--- src/rtl/mt_rob_pkg.sv ---
package mt_rob_pkg;
  localparam int THR_DEF   = 4;
  localparam int DEPTH_DEF = 8;
  localparam int SEQ_W_DEF = 16;
  localparam int SQ_W_DEF  = 2;

  typedef enum logic {PICK_OLDEST = 1'b0, PICK_YOUNGEST = 1'b1} pick_e;
endpackage

--- src/rtl/mt_rob_thread_q.sv ---
module mt_rob_thread_q #(
  parameter int DEPTH = 8,
  parameter int SEQ_W = 16,
  parameter int SQ_W  = 2,
  parameter int CNT_W = $clog2(DEPTH + 1)
) (
  input  logic             clk_i,
  input  logic             rst_ni,
  input  logic             push_i,
  input  logic [SEQ_W-1:0] push_seq_i,
  input  logic             cpl_i,
  input  logic [SEQ_W-1:0] cpl_seq_i,
  input  logic             pop_i,
  input  logic             sq_req_i,
  input  logic [SEQ_W-1:0] sq_seq_i,
  output logic [CNT_W-1:0] cnt_o,
  output logic             empty_o,
  output logic             full_o,
  output logic             push_rdy_o,
  output logic [SEQ_W-1:0] head_seq_o,
  output logic             head_rdy_o,
  output logic             head_sqd_o,
  output logic [SEQ_W-1:0] tail_seq_o,
  output logic             busy_o
);
  localparam int PTR_W = (DEPTH > 1) ? $clog2(DEPTH) : 1;
  localparam logic [CNT_W-1:0] DEPTH_C = CNT_W'(DEPTH);
  localparam logic [CNT_W-1:0] SQ_LIM  = CNT_W'(SQ_W);

  logic [SEQ_W-1:0] seq_q [DEPTH];
  logic [DEPTH-1:0] vld_q, rdy_q, sqd_q;
  logic [PTR_W-1:0] hd_q, tl_q, tl_d;
  logic [CNT_W-1:0] cnt_q, cnt_d;

  // walker state
  logic             busy_q;
  logic [PTR_W-1:0] wp_q;
  logic [CNT_W-1:0] wleft_q;
  logic [SEQ_W-1:0] wnum_q;
  logic [DEPTH-1:0] mark;
  logic [CNT_W-1:0] nmark;
  logic             wdone;

  logic push_ok, pop_ok;

  assign empty_o    = (cnt_q == '0);
  assign full_o     = (cnt_q == DEPTH_C);
  assign push_rdy_o = !full_o && !busy_q;
  assign push_ok    = push_i && push_rdy_o;
  assign pop_ok     = pop_i && !empty_o && rdy_q[hd_q] && !busy_q;
  assign cnt_d      = cnt_q + CNT_W'(push_ok) - CNT_W'(pop_ok);
  assign tl_d       = tl_q + PTR_W'(push_ok);

  always_comb begin
    logic             alive;
    logic [PTR_W-1:0] idx;
    mark  = '0;
    nmark = '0;
    alive = busy_q;
    for (int j = 0; j < SQ_W; j++) begin
      idx = wp_q - PTR_W'(j);
      if (alive && (CNT_W'(j) < wleft_q) && (seq_q[idx] > wnum_q)) begin
        mark[idx] = 1'b1;
        nmark     = nmark + 1'b1;
      end else begin
        alive = 1'b0;
      end
    end
    // stop on an old entry, or when the head has been marked
    wdone = busy_q && ((nmark < SQ_LIM) || (nmark == wleft_q));
  end

  always_ff @(posedge clk_i or negedge rst_ni) begin
    if (!rst_ni) begin
      for (int i = 0; i < DEPTH; i++) seq_q[i] <= '0;
      vld_q   <= '0;
      rdy_q   <= '0;
      sqd_q   <= '0;
      hd_q    <= '0;
      tl_q    <= '0;
      cnt_q   <= '0;
      busy_q  <= 1'b0;
      wp_q    <= '0;
      wleft_q <= '0;
      wnum_q  <= '0;
    end else begin
      for (int i = 0; i < DEPTH; i++) begin
        if (cpl_i && vld_q[i] && (seq_q[i] == cpl_seq_i)) rdy_q[i] <= 1'b1;
        if (mark[i]) begin
          rdy_q[i] <= 1'b1;
          sqd_q[i] <= 1'b1;
        end
      end
      if (push_ok) begin
        seq_q[tl_q] <= push_seq_i;
        vld_q[tl_q] <= 1'b1;
        rdy_q[tl_q] <= 1'b0;
        sqd_q[tl_q] <= 1'b0;
      end
      if (pop_ok) begin
        vld_q[hd_q] <= 1'b0;
        hd_q        <= hd_q + PTR_W'(1);
      end
      tl_q  <= tl_d;
      cnt_q <= cnt_d;

      if (busy_q) begin
        if (wdone) busy_q <= 1'b0;
        else begin
          wp_q    <= wp_q - PTR_W'(nmark);
          wleft_q <= wleft_q - nmark;
        end
      end else if (sq_req_i && (cnt_d != '0)) begin
        busy_q  <= 1'b1;
        wp_q    <= tl_d - PTR_W'(1);
        wleft_q <= cnt_d;
        wnum_q  <= sq_seq_i;
      end
    end
  end

  assign cnt_o      = cnt_q;
  assign head_seq_o = seq_q[hd_q];
  assign head_rdy_o = !empty_o && rdy_q[hd_q];
  assign head_sqd_o = !empty_o && sqd_q[hd_q];
  assign tail_seq_o = seq_q[tl_q - PTR_W'(1)];
  assign busy_o     = busy_q;

  AST_FULL_DROP: assert property (@(posedge clk_i) disable iff (!rst_ni)
    (push_i && full_o && !pop_i) |=> $stable(cnt_q));
  AST_RETIRE_NEEDS_READY: assert property (@(posedge clk_i) disable iff (!rst_ni)
    (pop_i && !head_rdy_o && !push_i) |=> $stable(cnt_q));
  AST_EMPTY_NO_WALK: assert property (@(posedge clk_i) disable iff (!rst_ni)
    (!busy_q && sq_req_i && empty_o && !push_i) |=> !busy_q);
  AST_WALK_WIDTH: assert property (@(posedge clk_i) disable iff (!rst_ni)
    busy_q |=> ($countones(sqd_q ^ $past(sqd_q)) <= SQ_W));
  AST_WALK_FREEZE: assert property (@(posedge clk_i) disable iff (!rst_ni)
    busy_q |=> $stable(cnt_q));
endmodule

--- src/rtl/mt_rob_age_pick.sv ---
module mt_rob_age_pick
  import mt_rob_pkg::*;
#(
  parameter int    N     = 4,
  parameter int    SEQ_W = 16,
  parameter pick_e MODE  = PICK_OLDEST,
  parameter int    IDX_W = (N > 1) ? $clog2(N) : 1
) (
  input  logic [N-1:0]       valid_i,
  input  logic [N*SEQ_W-1:0] seq_i,
  output logic               valid_o,
  output logic [IDX_W-1:0]   idx_o,
  output logic [SEQ_W-1:0]   seq_o
);
  always_comb begin
    logic [SEQ_W-1:0] cur;
    logic             better;
    valid_o = 1'b0;
    idx_o   = '0;
    seq_o   = '0;
    for (int i = 0; i < N; i++) begin
      cur    = seq_i[i*SEQ_W +: SEQ_W];
      better = (MODE == PICK_OLDEST) ? (cur < seq_o) : (cur > seq_o);
      if (valid_i[i] && (!valid_o || better)) begin
        valid_o = 1'b1;
        idx_o   = IDX_W'(i);
        seq_o   = cur;
      end
    end
  end
endmodule

--- src/rtl/mt_rob.sv ---
module mt_rob
  import mt_rob_pkg::*;
#(
  parameter int NUM_THR = THR_DEF,
  parameter int DEPTH   = DEPTH_DEF,
  parameter int SEQ_W   = SEQ_W_DEF,
  parameter int SQ_W    = SQ_W_DEF,
  parameter int TID_W   = (NUM_THR > 1) ? $clog2(NUM_THR) : 1,
  parameter int CNT_W   = $clog2(DEPTH + 1),
  parameter int TOT_W   = $clog2(NUM_THR * DEPTH + 1)
) (
  input  logic                     clk_i,
  input  logic                     rst_ni,
  input  logic [NUM_THR-1:0]       active_i,
  input  logic                     disp_valid_i,
  input  logic [TID_W-1:0]         disp_tid_i,
  input  logic [SEQ_W-1:0]         disp_seq_i,
  input  logic                     cpl_valid_i,
  input  logic [TID_W-1:0]         cpl_tid_i,
  input  logic [SEQ_W-1:0]         cpl_seq_i,
  input  logic [NUM_THR-1:0]       retire_i,
  input  logic                     sq_valid_i,
  input  logic [TID_W-1:0]         sq_tid_i,
  input  logic [SEQ_W-1:0]         sq_seq_i,
  output logic [NUM_THR-1:0]       disp_ready_o,
  output logic [NUM_THR*CNT_W-1:0] thr_cnt_o,
  output logic [TOT_W-1:0]         tot_cnt_o,
  output logic [NUM_THR-1:0]       head_rdy_o,
  output logic [NUM_THR-1:0]       head_sqd_o,
  output logic                     commit_ok_o,
  output logic                     ghead_valid_o,
  output logic [TID_W-1:0]         ghead_tid_o,
  output logic [SEQ_W-1:0]         ghead_seq_o,
  output logic                     gtail_valid_o,
  output logic [TID_W-1:0]         gtail_tid_o,
  output logic [SEQ_W-1:0]         gtail_seq_o,
  output logic [NUM_THR-1:0]       sq_busy_o
);
  logic [NUM_THR-1:0]       empty, full;
  logic [CNT_W-1:0]         cnt [NUM_THR];
  logic [NUM_THR*SEQ_W-1:0] head_seq, tail_seq;

  for (genvar t = 0; t < NUM_THR; t++) begin : g_thr
    mt_rob_thread_q #(
      .DEPTH(DEPTH), .SEQ_W(SEQ_W), .SQ_W(SQ_W), .CNT_W(CNT_W)
    ) u_q (
      .clk_i      (clk_i),
      .rst_ni     (rst_ni),
      .push_i     (disp_valid_i && (disp_tid_i == TID_W'(t))),
      .push_seq_i (disp_seq_i),
      .cpl_i      (cpl_valid_i && (cpl_tid_i == TID_W'(t))),
      .cpl_seq_i  (cpl_seq_i),
      .pop_i      (retire_i[t]),
      .sq_req_i   (sq_valid_i && (sq_tid_i == TID_W'(t))),
      .sq_seq_i   (sq_seq_i),
      .cnt_o      (cnt[t]),
      .empty_o    (empty[t]),
      .full_o     (full[t]),
      .push_rdy_o (disp_ready_o[t]),
      .head_seq_o (head_seq[t*SEQ_W +: SEQ_W]),
      .head_rdy_o (head_rdy_o[t]),
      .head_sqd_o (head_sqd_o[t]),
      .tail_seq_o (tail_seq[t*SEQ_W +: SEQ_W]),
      .busy_o     (sq_busy_o[t])
    );
    assign thr_cnt_o[t*CNT_W +: CNT_W] = cnt[t];
  end

  always_comb begin
    tot_cnt_o = '0;
    for (int t = 0; t < NUM_THR; t++) tot_cnt_o = tot_cnt_o + TOT_W'(cnt[t]);
  end

  logic [NUM_THR-1:0] live;
  assign live        = active_i & ~empty;
  assign commit_ok_o = |(active_i & head_rdy_o);

  mt_rob_age_pick #(.N(NUM_THR), .SEQ_W(SEQ_W), .MODE(PICK_OLDEST), .IDX_W(TID_W)) u_head_pick (
    .valid_i (live),
    .seq_i   (head_seq),
    .valid_o (ghead_valid_o),
    .idx_o   (ghead_tid_o),
    .seq_o   (ghead_seq_o)
  );

  mt_rob_age_pick #(.N(NUM_THR), .SEQ_W(SEQ_W), .MODE(PICK_YOUNGEST), .IDX_W(TID_W)) u_tail_pick (
    .valid_i (live),
    .seq_i   (tail_seq),
    .valid_o (gtail_valid_o),
    .idx_o   (gtail_tid_o),
    .seq_o   (gtail_seq_o)
  );

  always_ff @(posedge clk_i) begin
    if (rst_ni) begin
      for (int t = 0; t < NUM_THR; t++) begin
        if (live[t]) begin
          AST_GHEAD_OLDEST: assert (ghead_valid_o && (ghead_seq_o <= head_seq[t*SEQ_W +: SEQ_W]));
          AST_GTAIL_YOUNGEST: assert (gtail_valid_o && (gtail_seq_o >= tail_seq[t*SEQ_W +: SEQ_W]));
        end
      end
    end
  end
endmodule

--- config.mk ---
export PLATFORM = sky130hd
export DESIGN_NAME = mt_rob
export DESIGN_NICKNAME = d
export VERILOG_FILES = /design/src/rtl/mt_rob_pkg.sv /design/src/rtl/mt_rob_thread_q.sv /design/src/rtl/mt_rob_age_pick.sv /design/src/rtl/mt_rob.sv
export SDC_FILE = /design/constraint.sdc
export NUM_CORES = 2
export LEC_CHECK = 0
export BUFFER_PORTS_ARGS = -buffer_cell sky130_fd_sc_hd__buf_2
export CORE_ASPECT_RATIO = 0.75
export CORE_MARGIN = 4
export CORE_UTILIZATION = 50
export CTS_CLUSTER_DIAMETER = 30
export DETAILED_ROUTE_END_ITERATION = 10
export GPL_ROUTABILITY_DRIVEN = 0
export PLACE_DENSITY_LB_ADDON = 0.2
export RECOVER_POWER = 25
export SLEW_MARGIN = 0
export SYNTH_ARGS = -nofsm -noshare
export SYNTH_HDL_FRONTEND = slang
export SYNTH_HIERARCHICAL = 1
export SYNTH_SLANG_ARGS = --single-unit
--- constraint.sdc ---
create_clock -name clk_i -period 8.56 [get_ports clk_i]
set_clock_uncertainty 0.05 [all_clocks]
set_input_delay 0.856 -clock clk_i [delete_from_list [all_inputs] [get_ports clk_i]]
set_output_delay 0.856 -clock clk_i [all_outputs]
set_load 0.02 [all_outputs]
==> reports/qor.yml <==
placed_design:
  place_hpwl_mm: 173
  place_worst_setup_slack_ns: -0.171
  port_buffers: 143
timing:
  min_period_over_period_pct: 109
  fmax_mhz: 107
  worst_pin_slew_ns: 5.30
  setup_tns_ns: -21.73
  maxSlewHeadroom_pct: -253
  rsz0062_at_grt: "yes"
  hold_ws_ns: 0.371
  setup_viol: 36
  layout_setup_ws_ns: -0.790
  slew_viol_final: 435
  hold_viol: 0
  post-route-min-period_ns: 9.35
synth:
  ys_types: 95
  ys_seq_elements: 744
  synth-warning-count: 6
  syn_inst: 5393
  synth_edf_count: 0
  synth_area_per_cell_um2: 10.6
  seq_area_frac_synth_pct: 32.6
  mappedNetlistNets: 5770
  synth_async_sr_flop_share_pct: 100
  ys.flop_type: "dfrtp_1"
  synth_area_um2: 57200
flow_run:
  cap_violations: 7
route:
  first_pass_iters: 11
  wl_mm: 257
  ant_nets: 0
  drt-initial-drc-count: 9765
  drc_errors: 42
  drt-wirelength-per-cell_um: 34.9
  num_vias: 54300
  drt-vias-per-instance: 7.36
clocking:
  h-tree-depth: 4
  clock_latency_ns: 0.80
  root_buffer: "clkbuf_16"
  clkTransAtPathRegs_ns: 0.05
  cts_buffers: 156
  cts_num_sinks: 744
  clk_path_buf_depth: 3
  postCtsHoldBufs: 0
  cts_tree: "built"
die:
  initial_core_util_pct: 50.4
  die-area_um2: 120000
  num_rows: 107
  die_w_um: 399
  core_um2: 114000
  io_pins: 144
  die_h_um: 301
setup_path:
  r2r-end: "g_thr[1].u_q/wp_q[2]"
  crit_path_max_fanout: 8
  worst_r2r_path_depth: 18
  cpPeakStageDelay_ns: 0.50
  cp_common_cell: "ha_4"
  arrival_ns: 8.44
  r2r_slack_ns: 1.72
  regToRegStartpoint: "g_thr[1].u_q/wp_q[0]"
  crit_start: "g_thr[0].u_q/tl_q[0]"
  slowest_stage: "mux4_2"
  cp-start-kind: "register"
  worst-endpoint-required_ns: 7.65
  worstSetupPathType: "register to primary output"
  crit_end: "gtail_seq_o[3]"
  endpoint_kind: "primary output"
finish:
  layout_commonest_cell: "dfrtp_1"
  most-common-layout-cells: "dfrtp_1 (731), mux2_2 (562), xnor2_1 (527), a22oi_1 (514), nand2_1 (444)"
  layout-drive-gt1-share_pct: 33.6
  nNetsFinal: 6085
  area_growth_pct: 21.5
global_routing:
  grt_max_degree: 161
  grt.total_usage_pct: 41.6
  antenna_found_initial: 20
  grt_remaining_overflow: 0
  grt_pass1_vias: 51500
  grt_pass1_wl_mm: 366
outcome:
  status: "complete, but fails checks"
  violations: "design-rule violations, max-capacitance violations, max-slew violations, negative setup slack"
min_path:
  hold_class: "primary input to register"
[state kept, by name (all words and copies together), names as in the netlist]
signal             count
g_thr.u_q/wnum_q      64
g_thr.u_q/tl_q        12
g_thr.u_q/wleft_q     16
g_thr.u_q/wp_q        12
g_thr.u_q/cnt_o       16
g_thr.u_q/busy_o       4
g_thr.u_q/vld_q       32
g_thr.u_q/hd_q        12
g_thr.u_q/seq_q      512
g_thr.u_q/sqd_q       32
g_thr.u_q/rdy_q       32
[timing repair]
item	in CTS	in global routing
pin swaps	68	75
buffers inserted	96	47
cloned	21	5
endpoints found under the hold margin	0	0
gates resized for setup	313	104
endpoints found under the setup margin	36	36
[worst max-delay path, delay by kind of cell, from the launching register on]
kind	cells	cell delay, ns
fa+ha+maj	4	0.97
buf+inv	11	1.66
mux	3	1.13
compound gates	9	1.99
simple gates	7	1.47
flops	1	0.37
[stage by stage]
| stage | cells | area, um2 | util [%] |
|---|---|---|---|
| floorplan | 5393 | 57500 | - |
| global placement | 6921 | 60600 | 53.3 |
| detailed placement | 6921 | 60600 | 53.3 |
| CTS | 7326 | 68900 | 60.7 |
| global route | 7365 | 69500 | 61.2 |
| finish | 7378 | 69500 | 61.2 |
[routing by layer]
metal / share of wire (%) / GRT usage, % / routed length [um] / vias to the layer above
met5: 0.42 / 7.06 / 1090 / -
met4: 7.0 / 21.3 / 18100 / 40
met3: 18 / 23.5 / 47200 / 1281
met2: 38 / 54.0 / 96800 / 5097
met1: 37 / 54.1 / 94000 / 26700
li1: - / - / - / 21200
[layout make-up]
class                   instances  area, um2
well taps                    1526       1910
flip-flops and latches        744      18600
fillers                      9149      44000
clock buffers                 185       4160
inverters                     267       1010
repair buffers                494       4360
diodes                         14       35.0
clock inverters               103       1340
multi-input cells            4045      38100
[worst min path at each step]
stage,from,end,slack (ns),cells past startpoint
floorplan,g_thr[3].u_q/sqd_q[5],g_thr[3].u_q/sqd_q[5],0.39,2
global placement,g_thr[3].u_q/sqd_q[7],g_thr[3].u_q/sqd_q[7],0.42,2
detailed placement,g_thr[3].u_q/sqd_q[7],g_thr[3].u_q/sqd_q[7],0.42,2
CTS,rst_ni,g_thr[3].u_q/seq_q[79],0.03,1
global route,sq_seq_i[14],g_thr[3].u_q/wnum_q[14],0.36,3
finish,sq_seq_i[14],g_thr[1].u_q/wnum_q[14],0.37,3
[Yosys cell counts (19+ instances only)]
cell type / n / area, um2
nand4_1: 255 / 1600
a41oi_1: 25 / 219
inv_1: 261 / 980
a211oi_1: 27 / 203
nor2_1: 114 / 428
and3_1: 19 / 119
o22ai_1: 25 / 156
dfrtp_1: 744 / 18600
buf_1: 39 / 146
nor2_2: 21 / 131
xor2_1: 23 / 201
a221o_1: 21 / 210
o32ai_1: 42 / 368
nand2_1: 485 / 1820
o21ai_0: 82 / 410
mux4_2: 266 / 5990
mux2i_1: 44 / 440
xnor2_1: 527 / 4620
nor2b_1: 23 / 144
clkbuf_1: 210 / 788
nand3_1: 49 / 245
a31oi_1: 20 / 125
nand2b_1: 30 / 188
ha_1: 290 / 3630
a22oi_1: 525 / 3940
a21o_1: 21 / 158
nor4_1: 54 / 338
mux2_2: 576 / 6490
a21oi_1: 113 / 566
nor3_1: 86 / 430
fa_1: 20 / 400
buf_2: 68 / 340
[cells by family (layout without fill, tap and decap cells)]
kind of cell | Yosys count | count (layout) | synth area share [%]
AO/OA/AOI/OAI | 1063 | 1063 | 13.8
adder cells (fa/ha/maj) | 310 | 310 | 7.04
AND/OR/NAND/NOR | 1224 | 1224 | 10.8
buffers and inverters | 604 | 1049 | 4.41
XOR/XNOR | 550 | 550 | 8.42
multiplexers | 898 | 898 | 22.9
other | 0 | 14 | 0
flip-flops | 744 | 744 | 32.6
Power is left out: the tool's default activity adds up to more than one toggle a clock period on the data nets, which glitch-free logic cannot reach.
